`src/rtl/fpa_pkg.sv`:
```
package fpa_pkg;

   // Operand class decoded from the exponent and fraction fields
   typedef enum logic [2:0] {
      FC_ZERO = 3'd0,
      FC_SUB  = 3'd1,
      FC_NORM = 3'd2,
      FC_INF  = 3'd3,
      FC_NAN  = 3'd4
   } fpa_class_e;

   // Extra low-order bits carried through alignment: guard, round, sticky
   localparam int GRS_W = 3;

endpackage

```
`src/rtl/fpa_unpack.sv`:
```
module fpa_unpack #(
   parameter int EXP_W  = 8,
   parameter int FRAC_W = 23
) (
   input  logic [EXP_W+FRAC_W:0]   word_i,
   input  logic                    flip_i,
   output logic                    sign_o,
   output logic [EXP_W-1:0]        exp_o,
   output logic [FRAC_W:0]         sig_o,
   output logic [EXP_W+FRAC_W-1:0] mag_o,
   output fpa_pkg::fpa_class_e     cls_o
);
   logic [EXP_W-1:0]  fld_e;
   logic [FRAC_W-1:0] fld_f;
   logic              e_zero, e_ones, f_zero;

   assign fld_e  = word_i[FRAC_W +: EXP_W];
   assign fld_f  = word_i[FRAC_W-1:0];
   assign e_zero = (fld_e == '0);
   assign e_ones = &fld_e;
   assign f_zero = (fld_f == '0);

   // Effective sign after the optional subtract inversion
   assign sign_o = word_i[EXP_W+FRAC_W] ^ flip_i;
   // Denormals use exponent 1 with no implied bit
   assign exp_o  = e_zero ? {{(EXP_W-1){1'b0}}, 1'b1} : fld_e;
   assign sig_o  = {~e_zero, fld_f};
   assign mag_o  = word_i[EXP_W+FRAC_W-1:0];

   always_comb begin
      if (e_ones)
         cls_o = f_zero ? fpa_pkg::FC_INF : fpa_pkg::FC_NAN;
      else if (e_zero)
         cls_o = f_zero ? fpa_pkg::FC_ZERO : fpa_pkg::FC_SUB;
      else
         cls_o = fpa_pkg::FC_NORM;
   end
endmodule

```
`src/rtl/fpa_align.sv`:
```
module fpa_align #(
   parameter int EXP_W  = 8,
   parameter int FRAC_W = 23
) (
   input  logic                          sign_a_i,
   input  logic [EXP_W-1:0]              exp_a_i,
   input  logic [FRAC_W:0]               sig_a_i,
   input  logic [EXP_W+FRAC_W-1:0]       mag_a_i,
   input  logic                          sign_b_i,
   input  logic [EXP_W-1:0]              exp_b_i,
   input  logic [FRAC_W:0]               sig_b_i,
   input  logic [EXP_W+FRAC_W-1:0]       mag_b_i,
   output logic                          big_sign_o,
   output logic [EXP_W-1:0]              big_exp_o,
   output logic [FRAC_W+fpa_pkg::GRS_W:0] big_ext_o,
   output logic [FRAC_W+fpa_pkg::GRS_W:0] small_ext_o,
   output logic                          eff_sub_o
);
   localparam int SIG_W = FRAC_W + 1;
   localparam int EXT_W = SIG_W + fpa_pkg::GRS_W;

   logic             swap;
   logic [EXP_W-1:0] small_exp, gap;
   logic [SIG_W-1:0] big_sig, small_sig;
   logic [EXT_W-1:0] small_pre, shifted, lost;
   logic             sticky;

   // Compare the raw magnitude fields: the larger one goes on the left
   assign swap       = (mag_b_i > mag_a_i);
   assign big_sign_o = swap ? sign_b_i : sign_a_i;
   assign big_exp_o  = swap ? exp_b_i  : exp_a_i;
   assign small_exp  = swap ? exp_a_i  : exp_b_i;
   assign big_sig    = swap ? sig_b_i  : sig_a_i;
   assign small_sig  = swap ? sig_a_i  : sig_b_i;
   assign eff_sub_o  = sign_a_i ^ sign_b_i;

   assign gap       = big_exp_o - small_exp;
   assign small_pre = {small_sig, {fpa_pkg::GRS_W{1'b0}}};
   assign big_ext_o = {big_sig, {fpa_pkg::GRS_W{1'b0}}};

   always_comb begin
      if (int'(gap) >= EXT_W) begin
         shifted = '0;
         lost    = '0;
         sticky  = |small_sig;
      end else begin
         shifted = small_pre >> gap;
         lost    = small_pre & ~({EXT_W{1'b1}} << gap);
         sticky  = |lost;
      end
   end

   assign small_ext_o = {shifted[EXT_W-1:1], shifted[0] | sticky};
endmodule

```
`src/rtl/fpa_addnorm.sv`:
```
module fpa_addnorm #(
   parameter int EXP_W  = 8,
   parameter int FRAC_W = 23
) (
   input  logic [FRAC_W+fpa_pkg::GRS_W:0] big_ext_i,
   input  logic [FRAC_W+fpa_pkg::GRS_W:0] small_ext_i,
   input  logic [EXP_W-1:0]               big_exp_i,
   input  logic                           eff_sub_i,
   output logic [FRAC_W+fpa_pkg::GRS_W:0] norm_o,
   output logic signed [EXP_W+1:0]        exp_o,
   output logic                           zero_o
);
   localparam int EXT_W = FRAC_W + 1 + fpa_pkg::GRS_W;
   localparam int LZ_W  = $clog2(EXT_W + 1);
   localparam int EW    = EXP_W + 2;

   logic [EXT_W:0]          sum;
   logic [LZ_W-1:0]         lz;
   logic signed [EW-1:0]    e_base;

   // Left operand is never smaller, so the difference is non-negative
   assign sum    = eff_sub_i ? ({1'b0, big_ext_i} - {1'b0, small_ext_i})
                             : ({1'b0, big_ext_i} + {1'b0, small_ext_i});
   assign zero_o = (sum == '0);
   assign e_base = {2'b00, big_exp_i};

   // Leading-zero count of the lower EXT_W bits; highest set bit wins
   always_comb begin
      lz = LZ_W'(EXT_W);
      for (int i = 0; i < EXT_W; i++) begin
         if (sum[i]) lz = LZ_W'(EXT_W - 1 - i);
      end
   end

   always_comb begin
      if (sum[EXT_W]) begin
         norm_o = {sum[EXT_W:2], sum[1] | sum[0]};
         exp_o  = e_base + EW'(1);
      end else begin
         norm_o = sum[EXT_W-1:0] << lz;
         exp_o  = e_base - EW'(lz);
      end
   end
endmodule

```
`src/rtl/fpa_round.sv`:
```
module fpa_round #(
   parameter int EXP_W  = 8,
   parameter int FRAC_W = 23
) (
   input  logic                           sign_i,
   input  logic [FRAC_W+fpa_pkg::GRS_W:0] norm_i,
   input  logic signed [EXP_W+1:0]        exp_i,
   output logic [EXP_W+FRAC_W:0]          word_o,
   output logic                           ovf_o,
   output logic                           unf_o
);
   localparam int SIG_W = FRAC_W + 1;
   localparam int EXT_W = SIG_W + fpa_pkg::GRS_W;
   localparam int EW    = EXP_W + 2;
   localparam logic signed [EW-1:0] EMAX_S = EW'((1 << EXP_W) - 1);
   localparam logic signed [EW-1:0] ONE_S  = EW'(1);

   logic                 lsb, grd, rnd, stk, rnd_up;
   logic [SIG_W:0]       rsig;
   logic [FRAC_W-1:0]    frac;
   logic signed [EW-1:0] e_fin;

   assign lsb    = norm_i[3];
   assign grd    = norm_i[2];
   assign rnd    = norm_i[1];
   assign stk    = norm_i[0];
   assign rnd_up = grd & (rnd | stk | lsb);
   assign rsig   = {1'b0, norm_i[EXT_W-1:3]} + (SIG_W+1)'(rnd_up);

   // Second normalisation when rounding carries past the integer bit
   always_comb begin
      if (rsig[SIG_W]) begin
         frac  = rsig[FRAC_W:1];
         e_fin = exp_i + EW'(1);
      end else begin
         frac  = rsig[FRAC_W-1:0];
         e_fin = exp_i;
      end
   end

   always_comb begin
      ovf_o  = 1'b0;
      unf_o  = 1'b0;
      if (e_fin >= EMAX_S) begin
         ovf_o  = 1'b1;
         word_o = {sign_i, {EXP_W{1'b1}}, {FRAC_W{1'b0}}};
      end else if (e_fin < ONE_S) begin
         unf_o  = 1'b1;
         word_o = {sign_i, {(EXP_W+FRAC_W){1'b0}}};
      end else begin
         word_o = {sign_i, e_fin[EXP_W-1:0], frac};
      end
   end
endmodule

```
`src/rtl/fpa_add_sp.sv`:
```
module fpa_add_sp #(
   parameter int EXP_W   = 8,
   parameter int FRAC_W  = 23,
   parameter int REG_OUT = 1
) (
   input  logic                    clk,
   input  logic                    rst_n,
   input  logic [EXP_W+FRAC_W:0]   opnd_a,
   input  logic [EXP_W+FRAC_W:0]   opnd_b,
   input  logic                    sub_en,
   output logic [EXP_W+FRAC_W:0]   sum_o,
   output logic                    ovf_o,
   output logic                    unf_o
);
   import fpa_pkg::*;

   localparam int W     = 1 + EXP_W + FRAC_W;
   localparam int SIG_W = FRAC_W + 1;
   localparam int EXT_W = SIG_W + GRS_W;
   localparam int EW    = EXP_W + 2;

   // Elaboration-time parameter checks
   if (EXP_W < 3)                   begin : g_bad_exp  $error("EXP_W must be at least 3"); end
   if (FRAC_W < 2)                  begin : g_bad_frac $error("FRAC_W must be at least 2"); end
   if (REG_OUT != 0 && REG_OUT != 1) begin : g_bad_reg  $error("REG_OUT must be 0 or 1"); end

   logic [W-1:0]           words [2];
   logic                   sgn   [2];
   logic [EXP_W-1:0]       ex    [2];
   logic [SIG_W-1:0]       sg    [2];
   logic [W-2:0]           mg    [2];
   fpa_class_e             cl    [2];

   assign words[0] = opnd_a;
   assign words[1] = opnd_b;

   for (genvar gi = 0; gi < 2; gi++) begin : g_unpack
      fpa_unpack #(.EXP_W(EXP_W), .FRAC_W(FRAC_W)) u_unpack (
         .word_i (words[gi]),
         .flip_i ((gi == 1) ? sub_en : 1'b0),
         .sign_o (sgn[gi]),
         .exp_o  (ex[gi]),
         .sig_o  (sg[gi]),
         .mag_o  (mg[gi]),
         .cls_o  (cl[gi])
      );
   end

   logic                 big_sign, eff_sub, mag_zero;
   logic [EXP_W-1:0]     big_exp;
   logic [EXT_W-1:0]     big_ext, small_ext, norm;
   logic signed [EW-1:0] norm_exp;
   logic [W-1:0]         rnd_word;
   logic                 rnd_ovf, rnd_unf;

   fpa_align #(.EXP_W(EXP_W), .FRAC_W(FRAC_W)) u_align (
      .sign_a_i    (sgn[0]),
      .exp_a_i     (ex[0]),
      .sig_a_i     (sg[0]),
      .mag_a_i     (mg[0]),
      .sign_b_i    (sgn[1]),
      .exp_b_i     (ex[1]),
      .sig_b_i     (sg[1]),
      .mag_b_i     (mg[1]),
      .big_sign_o  (big_sign),
      .big_exp_o   (big_exp),
      .big_ext_o   (big_ext),
      .small_ext_o (small_ext),
      .eff_sub_o   (eff_sub)
   );

   fpa_addnorm #(.EXP_W(EXP_W), .FRAC_W(FRAC_W)) u_addnorm (
      .big_ext_i   (big_ext),
      .small_ext_i (small_ext),
      .big_exp_i   (big_exp),
      .eff_sub_i   (eff_sub),
      .norm_o      (norm),
      .exp_o       (norm_exp),
      .zero_o      (mag_zero)
   );

   fpa_round #(.EXP_W(EXP_W), .FRAC_W(FRAC_W)) u_round (
      .sign_i (big_sign),
      .norm_i (norm),
      .exp_i  (norm_exp),
      .word_o (rnd_word),
      .ovf_o  (rnd_ovf),
      .unf_o  (rnd_unf)
   );

   // Special-value selection
   localparam logic [W-1:0] QNAN = {1'b0, {EXP_W{1'b1}}, 1'b1, {(FRAC_W-1){1'b0}}};

   logic [W-1:0] nxt_word;
   logic         nxt_ovf, nxt_unf;
   logic         any_nan, inf_clash;

   assign any_nan   = (cl[0] == FC_NAN) || (cl[1] == FC_NAN);
   assign inf_clash = (cl[0] == FC_INF) && (cl[1] == FC_INF) && (sgn[0] != sgn[1]);

   always_comb begin
      nxt_ovf = 1'b0;
      nxt_unf = 1'b0;
      if (any_nan || inf_clash) begin
         nxt_word = QNAN;
      end else if (cl[0] == FC_INF) begin
         nxt_word = {sgn[0], {EXP_W{1'b1}}, {FRAC_W{1'b0}}};
      end else if (cl[1] == FC_INF) begin
         nxt_word = {sgn[1], {EXP_W{1'b1}}, {FRAC_W{1'b0}}};
      end else if (mag_zero) begin
         nxt_word = {sgn[0] & sgn[1], {(W-1){1'b0}}};
      end else begin
         nxt_word = rnd_word;
         nxt_ovf  = rnd_ovf;
         nxt_unf  = rnd_unf;
      end
   end

   // Output stage variant
   if (REG_OUT == 1) begin : g_reg
      always_ff @(posedge clk or negedge rst_n) begin
         if (!rst_n) begin
            sum_o <= '0;
            ovf_o <= 1'b0;
            unf_o <= 1'b0;
         end else begin
            sum_o <= nxt_word;
            ovf_o <= nxt_ovf;
            unf_o <= nxt_unf;
         end
      end
   end else begin : g_comb
      assign sum_o = nxt_word;
      assign ovf_o = nxt_ovf;
      assign unf_o = nxt_unf;
   end
endmodule

```
`config.mk`:
```
export PLATFORM = sky130hd
export DESIGN_NAME = fpa_add_sp
export DESIGN_NICKNAME = d
export VERILOG_FILES = /design/src/rtl/fpa_pkg.sv /design/src/rtl/fpa_unpack.sv /design/src/rtl/fpa_align.sv /design/src/rtl/fpa_addnorm.sv /design/src/rtl/fpa_round.sv /design/src/rtl/fpa_add_sp.sv
export SDC_FILE = /design/constraint.sdc
export NUM_CORES = 1
export LEC_CHECK = 0
export ABC_AREA = 1
export BUFFER_PORTS_ARGS = -buffer_cell sky130_fd_sc_hd__buf_2
export CAP_MARGIN = 40
export CORE_MARGIN = 4
export CORE_UTILIZATION = 55
export CTS_BUF_LIST = sky130_fd_sc_hd__clkbuf_4 sky130_fd_sc_hd__clkbuf_8 sky130_fd_sc_hd__clkbuf_16
export DETAILED_ROUTE_END_ITERATION = 12
export PLACE_DENSITY = 0.74
export SYNTH_ARGS = -nofsm -noshare
export SYNTH_HDL_FRONTEND = slang
export SYNTH_SLANG_ARGS = --single-unit
export TNS_END_PERCENT = 20
```
`constraint.sdc`:
```
create_clock -name clk -period 0.8 [get_ports clk]
set_input_delay 0.08 -clock clk [delete_from_list [all_inputs] [get_ports clk]]
set_output_delay 0.08 -clock clk [all_outputs]
set_load 0.05 [all_outputs]
```
==> results of run 1 <==
[per-stage QoR]
stage          worst slack, ps  utilization [%]  instances  cell area (um^2)  hold WS, ps
2_1_floorplan            -9110                -       2166             12200         -216
3_3_place_gp             -9580             83.3       3117             17600         41.6
3_5_place_dp            -10260             83.3       3117             17600         51.2
4_1_cts                  -9240             91.8       3233             19400          213
[timing repair]
| action | CTS |
|---|---|
| gates cloned | 6 |
| hold buffers | 1 |
| resized for setup | 217 |
| setup endpoints to repair | 68 |
| setup buffers | 101 |
| pin swaps | 73 |
| hold endpoints to repair | 34 |
[logic make-up after synthesis]
group / synth area share [%]
compound gates: 14.3
xor+xnor: 3.93
fa+ha+maj: 10.9
buf+inv: 14.2
flops: 7.18
mux: 0.0845
simple gates: 49.5
[synth_stat cells (all sizes together) (5+ instances only)]
cell and n:
dfrtp 34, a21boi 5, clkbuf 17, nand3 377, o21bai 6, nor3 28, ha 98, o211ai 11
and2 5, xor2 32, a21o 5, nor2 154, nand4 54, a21oi 102, nor4 13, buf 69
xnor2 16, or2 7, clkinv 7, nand2 658, a31oi 7, o22ai 6, inv 301, o31ai 10
o21ai 115
[routing by layer]
| metal | GRT overflow | track usage [%] |
|---|---|---|
| met1 | 3 | 73.3 |
| met2 | 261 | 96.8 |
| met3 | 6 | 57.4 |
| met4 | 112 | 78.5 |
| met5 | 0 | 21.7 |
==> parameters.txt, run 1 <==
Parameter                              Value

Floorplan
  Row count    53
  Number of primary I/O pins    between 100 and 150
  Initial Util    56.2%
  Die Width    around 150 um
  Die height    155 um

Logic synthesis
  Top cell type's share of synthesized area    20.1%
  Most area-consuming cells after synthesis    sky130_fd_sc_hd__nand2_1 (20%), sky130_fd_sc_hd__nand3_1 (15%), sky130_fd_sc_hd__ha_1 (10%)
  Cell area after synthesis    about 12000 um^2
  Share of the yosys chip area belonging to registers    just over 7%
  Yosys warning total    0
  Area leader, netlist    sky130_fd_sc_hd__nand2_1
  Synthesized Nets    between 2000 and 2500
  Ys async rst share    100%
  FF+latch count, synth    34
  Synth unique cells    69
  Number of flops mapped to enable cells by yosys    0
  Cells after Synth    2166
  Most instantiated flip-flop cell in the synthesis netlist    sky130_fd_sc_hd__dfrtp_1
  Post-synthesis area per instance    5.47 um^2

Clock tree
  Bufs on Longest Clock Path    2
  TritonCTS Sinks    34
  Clock tree root driver cell    sky130_fd_sc_hd__clkbuf_16
  Count of H-tree levels built during CTS    2
  Number of clock buffers inserted by TritonCTS    5

Global route
  Total global routing track utilization    75.8%
  Remaining global-route overflow    382
  Vias in the first global route    about 25000
  Global-route wire length before repair    148000 um
  Maximum number of pins on one net before global-route repair    71

Placement
  Number of buffers inserted by port buffering    100
  Dpl hpwl    around 45000 um
  Final weighted congestion in routability-driven placement    1.11

Run status
  Error msg    [ERROR GRT-0116] Global routing finished with congestion. Check the congestion regions in the DRC Viewer.
  Outcome    aborted with a tool error
  Stage where the flow stopped    global routing (5_1_grt)
==> run 2: changes to the inputs <==
--- a/config.mk
+++ b/config.mk
@@ -9,10 +9,9 @@
 export BUFFER_PORTS_ARGS = -buffer_cell sky130_fd_sc_hd__buf_2
 export CAP_MARGIN = 40
 export CORE_MARGIN = 4
-export CORE_UTILIZATION = 55
-export CTS_BUF_LIST = sky130_fd_sc_hd__clkbuf_4 sky130_fd_sc_hd__clkbuf_8 sky130_fd_sc_hd__clkbuf_16
+export CORE_UTILIZATION = 40
 export DETAILED_ROUTE_END_ITERATION = 12
-export PLACE_DENSITY = 0.74
+export PLACE_DENSITY_LB_ADDON = 0.15
 export SYNTH_ARGS = -nofsm -noshare
 export SYNTH_HDL_FRONTEND = slang
 export SYNTH_SLANG_ARGS = --single-unit
==> run 2 against run 1 <==
The flow now finishes, with violations (setup timing). Area after synthesis unchanged. Synthesized cell count did not move.
==> parameters.txt, run 2 <==
Parameter                              Value

Timing
  Number of endpoints failing setup at the final stage    between 60 and 70
  Count of final max-slew check failures    0
  Period utilisation layout    1310%
  Relative slew slack    50.0%
  Worst Max-Slew Pin Slew    747 ps
  Max Freq    0.0954 GHz
  Fin. Hold Viols    0
  Unrepaired setup endpoints after global routing    yes
  Final worst-path setup slack    -9680 ps
  Time the final worst path needs with I/O delays and setup    10480 ps

Logic synthesis
  Synthesized Nets    2334 (unchanged)
  Yosys warning total    0 (unchanged)
  Most instantiated flip-flop cell in the synthesis netlist    sky130_fd_sc_hd__dfrtp_1 (unchanged)
  Most numerous cell in the Yosys netlist    sky130_fd_sc_hd__nand2_1 (unchanged)
  Share of the yosys chip area belonging to registers    7.18% (unchanged)
  Cells after Synth    2166 (unchanged)
  Area leader, netlist    sky130_fd_sc_hd__nand2_1 (unchanged)
  Cell area after synthesis    11800 um^2 (unchanged)
  Most frequent cells after synthesis    sky130_fd_sc_hd__nand2_1 (633), sky130_fd_sc_hd__nand3_1 (365), sky130_fd_sc_hd__inv_1 (270) (unchanged)
  Post-synthesis area per instance    5.47 um^2 (unchanged)
  Most area-consuming cells after synthesis    sky130_fd_sc_hd__nand2_1 (20%), sky130_fd_sc_hd__nand3_1 (15%), sky130_fd_sc_hd__ha_1 (10%) (unchanged)
  Number of flops mapped to enable cells by yosys    0 (unchanged)
  Ys async rst share    100% (unchanged)
  Synth unique cells    69 (unchanged)
  FF+latch count, synth    34 (unchanged)
  Top cell type's share of synthesized area    20.1% (unchanged)

Route
  TritonRoute pass-1 iters    6
  Routed length per placed instance    17.1 um
  Initial DRC count    approximately 1700
  Count of nets left with antenna violations after detail routing    0
  Vias per std cell    5.32
  Detailed-route via count    18100
  DRC Markers    0
  Final wirelength    58200 um

Floorplan
  Row count    62 (was 53)
  Number of primary I/O pins    101 (unchanged)
  Area of the core    28900 um^2
  Die height    180 um (was 155 um)
  Total die area    32400 um^2
  Die Width    180 um (was 155 um)
  Initial Util    40.9% (was 56.2%)

Layout
  Number of flip-flops in the largest register    32
  Largest regs    sum_o x32, ovf_o x1, unf_o x1
  Finished layout cell area    20600 um^2
  Proportion of layout cells with a drive suffix above 1    a little over two fifths
  Commonest non-fill, non-tap cell in the layout    sky130_fd_sc_hd__buf_4
  Antenna Cells    0
  Commonest cells after routing, fill and taps aside    sky130_fd_sc_hd__buf_4 (796), sky130_fd_sc_hd__nand2_1 (587), sky130_fd_sc_hd__nand3_1 (331)
  Area grow syn2layout    74.1%
  Total number of nets in the final design    3193
  Largest register by flop count    sum_o

Clock tree
  Count of H-tree levels built during CTS    2 (unchanged)
  Number of clock buffers inserted by TritonCTS    5 (unchanged)
  Reg clk slew, reported paths    approximately 50 ps
  CTS tree    built
  Clock tree root driver cell    sky130_fd_sc_hd__clkbuf_16 (unchanged)
  Bufs on Longest Clock Path    2 (unchanged)
  TritonCTS Sinks    34 (unchanged)

Pwr
  Total chip power    76.3 mW
  Total power per unit cell area    3700 nW/um^2
  Maximum ir drop on the vdd rail    0.00186 V
  Total leakage power    11.3 nW

Global route
  Remaining global-route overflow    0
  Global-route wire length before repair    89200 um
  Total global routing track utilization    33.0%
  Vias in the first global route    about 18000
  Number of antenna violations at the first check in global routing    0
  Maximum number of pins on one net before global-route repair    71

Hold path
  Worst min-delay path class    in -> reg
  Worst Hold Depth    3
  Critical hold path startpoint    opnd_a[31]
  Hold-critical path endpoint    sum_o[31]

Setup path
  Crit. End Element    flip-flop
  Arrival time at the worst endpoint    10650 ps
  Required @ worst endpoint    970 ps
  Cell with the largest stage delay on the worst path    sky130_fd_sc_hd__ha_1
  Maximum net fanout on the critical path    7
  Setup Crit Path Kind    in -> reg
  CP most frequent cell    sky130_fd_sc_hd__buf_4
  Element type at the critical path start    input port
  Delay contributed by the slowest stage of the critical path    430 ps

Run
  Max capacitance violation total    0

Run status
  Outcome    finished, violations left (was aborted with a tool error)
  Failing checks    setup timing

Placement
  Dpl hpwl    45100 um (was 44900 um)
  Placement-stage worst setup slack    -10340 ps (was -10260 ps)
  Final weighted congestion in routability-driven placement    1.03 (was 1.11)
  Standard cell area after detailed placement    18000 um^2 (was 17600 um^2)
  Number of buffers inserted by port buffering    100 (unchanged)
==> run 2: worst max-delay path, delay by kind of cell <==
kind	cells	cell delay (ps)
simple gates	36	3650
compound gates	7	980
xor+xnor	2	450
fa+ha+maj	4	1260
buf+inv	37	4140
==> run 2: power breakdown <==
part	total [mW]	switching [mW]	internal [mW]
clock network	1.98	0.752	1.23
logic	71.3	39.0	32.4
registers	3.01	0.408	2.61
==> run 2: cell families (layout without fill, tap and decap cells) <==
group,after synthesis,in the layout,synth area share [%]
compound gates,288,288,14.3
xor+xnor,48,48,3.93
fa+ha+maj,101,101,10.9
buf+inv,394,1251,14.2
flops,34,34,7.18
mux,1,1,0.0845
simple gates,1300,1303,49.5
==> run 2: area by class of cell <==
type | instances | area, um^2
multi-input combinational | 1741 | 10400
fill | 2471 | 8310
timing repair buffer | 935 | 7510
inverter | 308 | 1210
sequential | 34 | 851
tap | 384 | 480
clock buffer | 6 | 139
clock inverter | 2 | 12.5
==> run 2: layer usage <==
| layer | share of wire (%) | global-route usage (%) | vias to the layer above |
|---|---|---|---|
| li1 | - | - | 8863 |
| met1 | 39 | 37.6 | 8348 |
| met2 | 50 | 61.0 | 705 |
| met3 | 5.1 | 2.97 | 222 |
| met4 | 6.6 | 17.1 | 0 |
| met5 | 0 | 0 | - |
==> run 2: repair_timing <==
action / 4_1_cts / 5_1_grt
pin swaps: 79 / 80
gates resized for setup: 203 / 110
endpoints found under the setup margin: 68 / 68
hold endpoints to repair: 34 / 0
cloned: 6 / 6
setup buffers: 112 / 24
hold buffers: 1 / 0
==> run 2: how the worst max path moves through the flow <==
stage                          start   endpoint
after floorplan           opnd_a[30]  sum_o[11]
after global placement    opnd_a[29]   sum_o[0]
after detailed placement  opnd_a[29]   sum_o[5]
after CTS                 opnd_a[30]  sum_o[26]
after global routing       opnd_a[2]  sum_o[22]
final                      opnd_a[2]  sum_o[22]
==> run 2: stage by stage <==
| stage | std cells | hold slack [ps] | util, % | setup TNS, ps |
|---|---|---|---|---|
| after floorplan | 2166 | -216 | - | -305300 |
| after global placement | 3255 | 44.0 | 62.1 | -336810 |
| after detailed placement | 3255 | 51.5 | 62.1 | -347800 |
| after CTS | 3382 | 217 | 68.9 | -317200 |
| after global routing | 3410 | 223 | 71.3 | -351680 |
| final | 3410 | 212 | 71.3 | -329520 |
No activity file was read; power rests on OpenSTA's default activity.
==> run 3: changes to the inputs <==
--- a/config.mk
+++ b/config.mk
@@ -11,6 +11,7 @@
 export CORE_MARGIN = 4
 export CORE_UTILIZATION = 40
 export DETAILED_ROUTE_END_ITERATION = 12
+export GPL_TIMING_DRIVEN = 0
 export PLACE_DENSITY_LB_ADDON = 0.15
 export SYNTH_ARGS = -nofsm -noshare
 export SYNTH_HDL_FRONTEND = slang
==> run 3 against run 2 <==
The flow finishes with violations (hold timing, setup timing). Global-route usage down 2.6 points. Worst setup slack worse by 460 ps. Maximum frequency fell by 4.2%. Critical path depth is 4 lower. Critical path type unchanged. Hold slack lost 340 ps. Total power shrank 18%. Via count down 12%. Final cell count is 16% lower. Die area is the same. Cell area decreased by 20%.
==> parameters.txt, run 3 (same netlist as run 2, synthesis figures left out) <==
Parameter                              Value

Timing
  Relative slew slack    38.1% (was 50.0%)
  Unrepaired setup endpoints after global routing    yes (unchanged)
  Worst hold slack    -132 ps (was 212 ps)
  Time the final worst path needs with I/O delays and setup    10940 ps (was 10480 ps)
  Aggregate negative setup slack    -344890 ps (was -329520 ps)
  Period utilisation layout    1370% (was 1310%)
  Max Freq    0.0914 GHz (was 0.0954 GHz)
  Fin. Hold Viols    34 (was 0)
  Number of endpoints failing setup at the final stage    68 (unchanged)
  Final worst-path setup slack    -10140 ps (was -9680 ps)
  Worst Max-Slew Pin Slew    919 ps (was 747 ps)
  Count of final max-slew check failures    0 (unchanged)

Layout
  Final Non-Filler Cells    2850 (was 3410)
  Largest register by flop count    sum_o (unchanged)
  Number of flip-flops in the largest register    32 (unchanged)
  Finished layout cell area    16400 um^2 (was 20600 um^2)
  Final Util    56.7% (was 71.3%)
  Area grow syn2layout    38.5% (was 74.1%)
  Commonest cells after routing, fill and taps aside    sky130_fd_sc_hd__nand2_1 (579), sky130_fd_sc_hd__nand3_1 (332), sky130_fd_sc_hd__inv_1 (240) (was sky130_fd_sc_hd__buf_4 (796), sky130_fd_sc_hd__nand2_1 (587), sky130_fd_sc_hd__nand3_1 (331))
  Total number of nets in the final design    2633 (was 3193)
  Number of fillers in the final layout    2930 (was 2471)
  Proportion of layout cells with a drive suffix above 1    29.8% (was 42.1%)
  Antenna Cells    0 (unchanged)
  Commonest non-fill, non-tap cell in the layout    sky130_fd_sc_hd__nand2_1 (was sky130_fd_sc_hd__buf_4)
  Largest regs    sum_o x32, ovf_o x1, unf_o x1 (unchanged)

Setup path
  Delay contributed by the slowest stage of the critical path    370 ps (was 430 ps)
  CP most frequent cell    sky130_fd_sc_hd__buf_4 (unchanged)
  Crit. End Element    flip-flop (unchanged)
  Setup Crit Path Kind    in -> reg (unchanged)
  Element type at the critical path start    input port (unchanged)
  Arrival time at the worst endpoint    11100 ps (was 10650 ps)
  Required @ worst endpoint    960 ps (was 970 ps)
  Cell with the largest stage delay on the worst path    sky130_fd_sc_hd__ha_1 (unchanged)
  Maximum net fanout on the critical path    10 (was 7)

Route
  Highest metal layer with signal wires    met4 (unchanged)
  Vias per std cell    5.60 (was 5.32)
  TritonRoute pass-1 iters    8 (was 6)
  Routed length per placed instance    18.7 um (was 17.1 um)
  Routed length on met2    25700 um (was 28800 um)
  Detailed-route via count    16000 (was 18100)
  Count of nets left with antenna violations after detail routing    0 (unchanged)
  DRC Markers    0 (unchanged)
  Final wirelength    53300 um (was 58200 um)
  Routed length on met3    2710 um (was 2970 um)
  Initial DRC count    1538 (was 1666)
  Routed met1 length    21800 um (was 22500 um)

Placement
  Standard cell area after detailed placement    13200 um^2 (was 18000 um^2)
  Number of placed instances with taps included    2653 (was 3255)
  Number of buffers inserted by port buffering    100 (unchanged)
  Dpl hpwl    41400 um (was 45100 um)
  Final weighted congestion in routability-driven placement    1.03 (about the same)

Global route
  Number of antenna violations at the first check in global routing    0 (unchanged)
  Total global routing track utilization    30.3% (was 33.0%)
  Remaining global-route overflow    0 (unchanged)
  Vias in the first global route    15400 (was 18000)
  Global-route wire length before repair    81300 um (was 89200 um)
  Maximum number of pins on one net before global-route repair    35 (was 71)

Clock tree
  CTS tree    built (unchanged)
  Count of H-tree levels built during CTS    2 (unchanged)
  TritonCTS Sinks    34 (unchanged)
  Reg clk slew, reported paths    50 ps (about the same)
  Clock tree root driver cell    sky130_fd_sc_hd__clkbuf_16 (unchanged)
  Bufs on Longest Clock Path    2 (unchanged)
  Number of clock buffers inserted by TritonCTS    5 (unchanged)

Run status
  Outcome    finished, violations left (unchanged)
  Failing checks    hold timing, setup timing (was setup timing)

Floorplan
  Total die area    32400 um^2 (unchanged)
  Area of the core    28900 um^2 (unchanged)
  Row count    62 (unchanged)
  Number of primary I/O pins    101 (unchanged)
  Die Width    180 um (unchanged)
  Initial Util    40.9% (unchanged)
  Die height    180 um (unchanged)

Pwr
  Total power per unit cell area    3820 nW/um^2 (was 3700 nW/um^2)
  Maximum ir drop on the vdd rail    0.00139 V (was 0.00186 V)
  Total leakage power    8.52 nW (was 11.3 nW)

Hold path
  Worst min-delay path class    in -> async (was in -> reg)

Run
  Max capacitance violation total    0 (unchanged)
run 3: cell types whose count changed in the layout (fill, tap and decap cells not counted), sizes merged:
cell and change:
clkinv -4, inv +4, buf -571, nand2 -3
dlygate4sd3 -1, clkinvlp -1, clkbuf +16
run 3: power breakdown:
| group | switching [mW] | leakage (nW) | internal (mW) |
|---|---|---|---|
| sequential | 0.379 | 0.407 | 2.61 |
| combinational | 36.4 | 8.04 | 21.4 |
| clock | 0.691 | 0.0739 | 1.23 |
| total | 37.5 | 8.52 | 25.3 |
run 3: critical path, delay by kind of cell:
kind	cells	cell delay [ps]
simple gates	30	3370
xor+xnor	1	210
fa+ha+maj	4	1140
buf+inv	31	4150
compound gates	16	2140
run 3: final timing paths:
check / from / to / slack, ps
max in group asynchronous: rst_n / sum_o[26] / 450
max: opnd_a[30] / sum_o[0] / -10140
min in group clk: opnd_a[31] / sum_o[31] / 130
min: rst_n / sum_o[2] / -130
run 3: through the flow:
| stage | setup slack, ps | total power, mW |
|---|---|---|
| floorplan | -9110 | 36.4 |
| global placement | -11640 | 47.7 |
| detailed placement | -11730 | 47.9 |
| CTS | -10050 | 57.4 |
| global route | -10630 | 67.7 |
| finish | -10140 | 62.8 |
run 3: timing repair:
item | in CTS | in global routing
setup endpoints to repair | 68 | 68
resized for setup | 247 | 185
hold endpoints to repair | 34 | 34
cloned | 4 | 1
pin swaps | 84 | 112
buffers inserted | 136 | 49
run 3: cell type report:
| type | count | area (um^2) | area share [%] |
|---|---|---|---|
| tap | 384 | 480 | 2.93 |
| timing repair buffer | 293 | 2360 | 14.4 |
| multi-input combinational | 1738 | 10700 | 64.9 |
| clock inverter | 1 | 5.00 | 0.0305 |
| sequential | 34 | 851 | 5.18 |
| clock buffer | 7 | 143 | 0.869 |
| inverter | 308 | 1220 | 7.44 |
| buffer | 85 | 694 | 4.23 |
run 3: routing by layer:
| metal | vias to the layer above | track usage (%) |
|---|---|---|
| li1 | 7735 | - |
| met5 | - | 0 |
| met4 | 0 | 14.5 |
| met3 | 195 | 2.77 |
| met1 | 7358 | 37.1 |
| met2 | 684 | 53.7 |
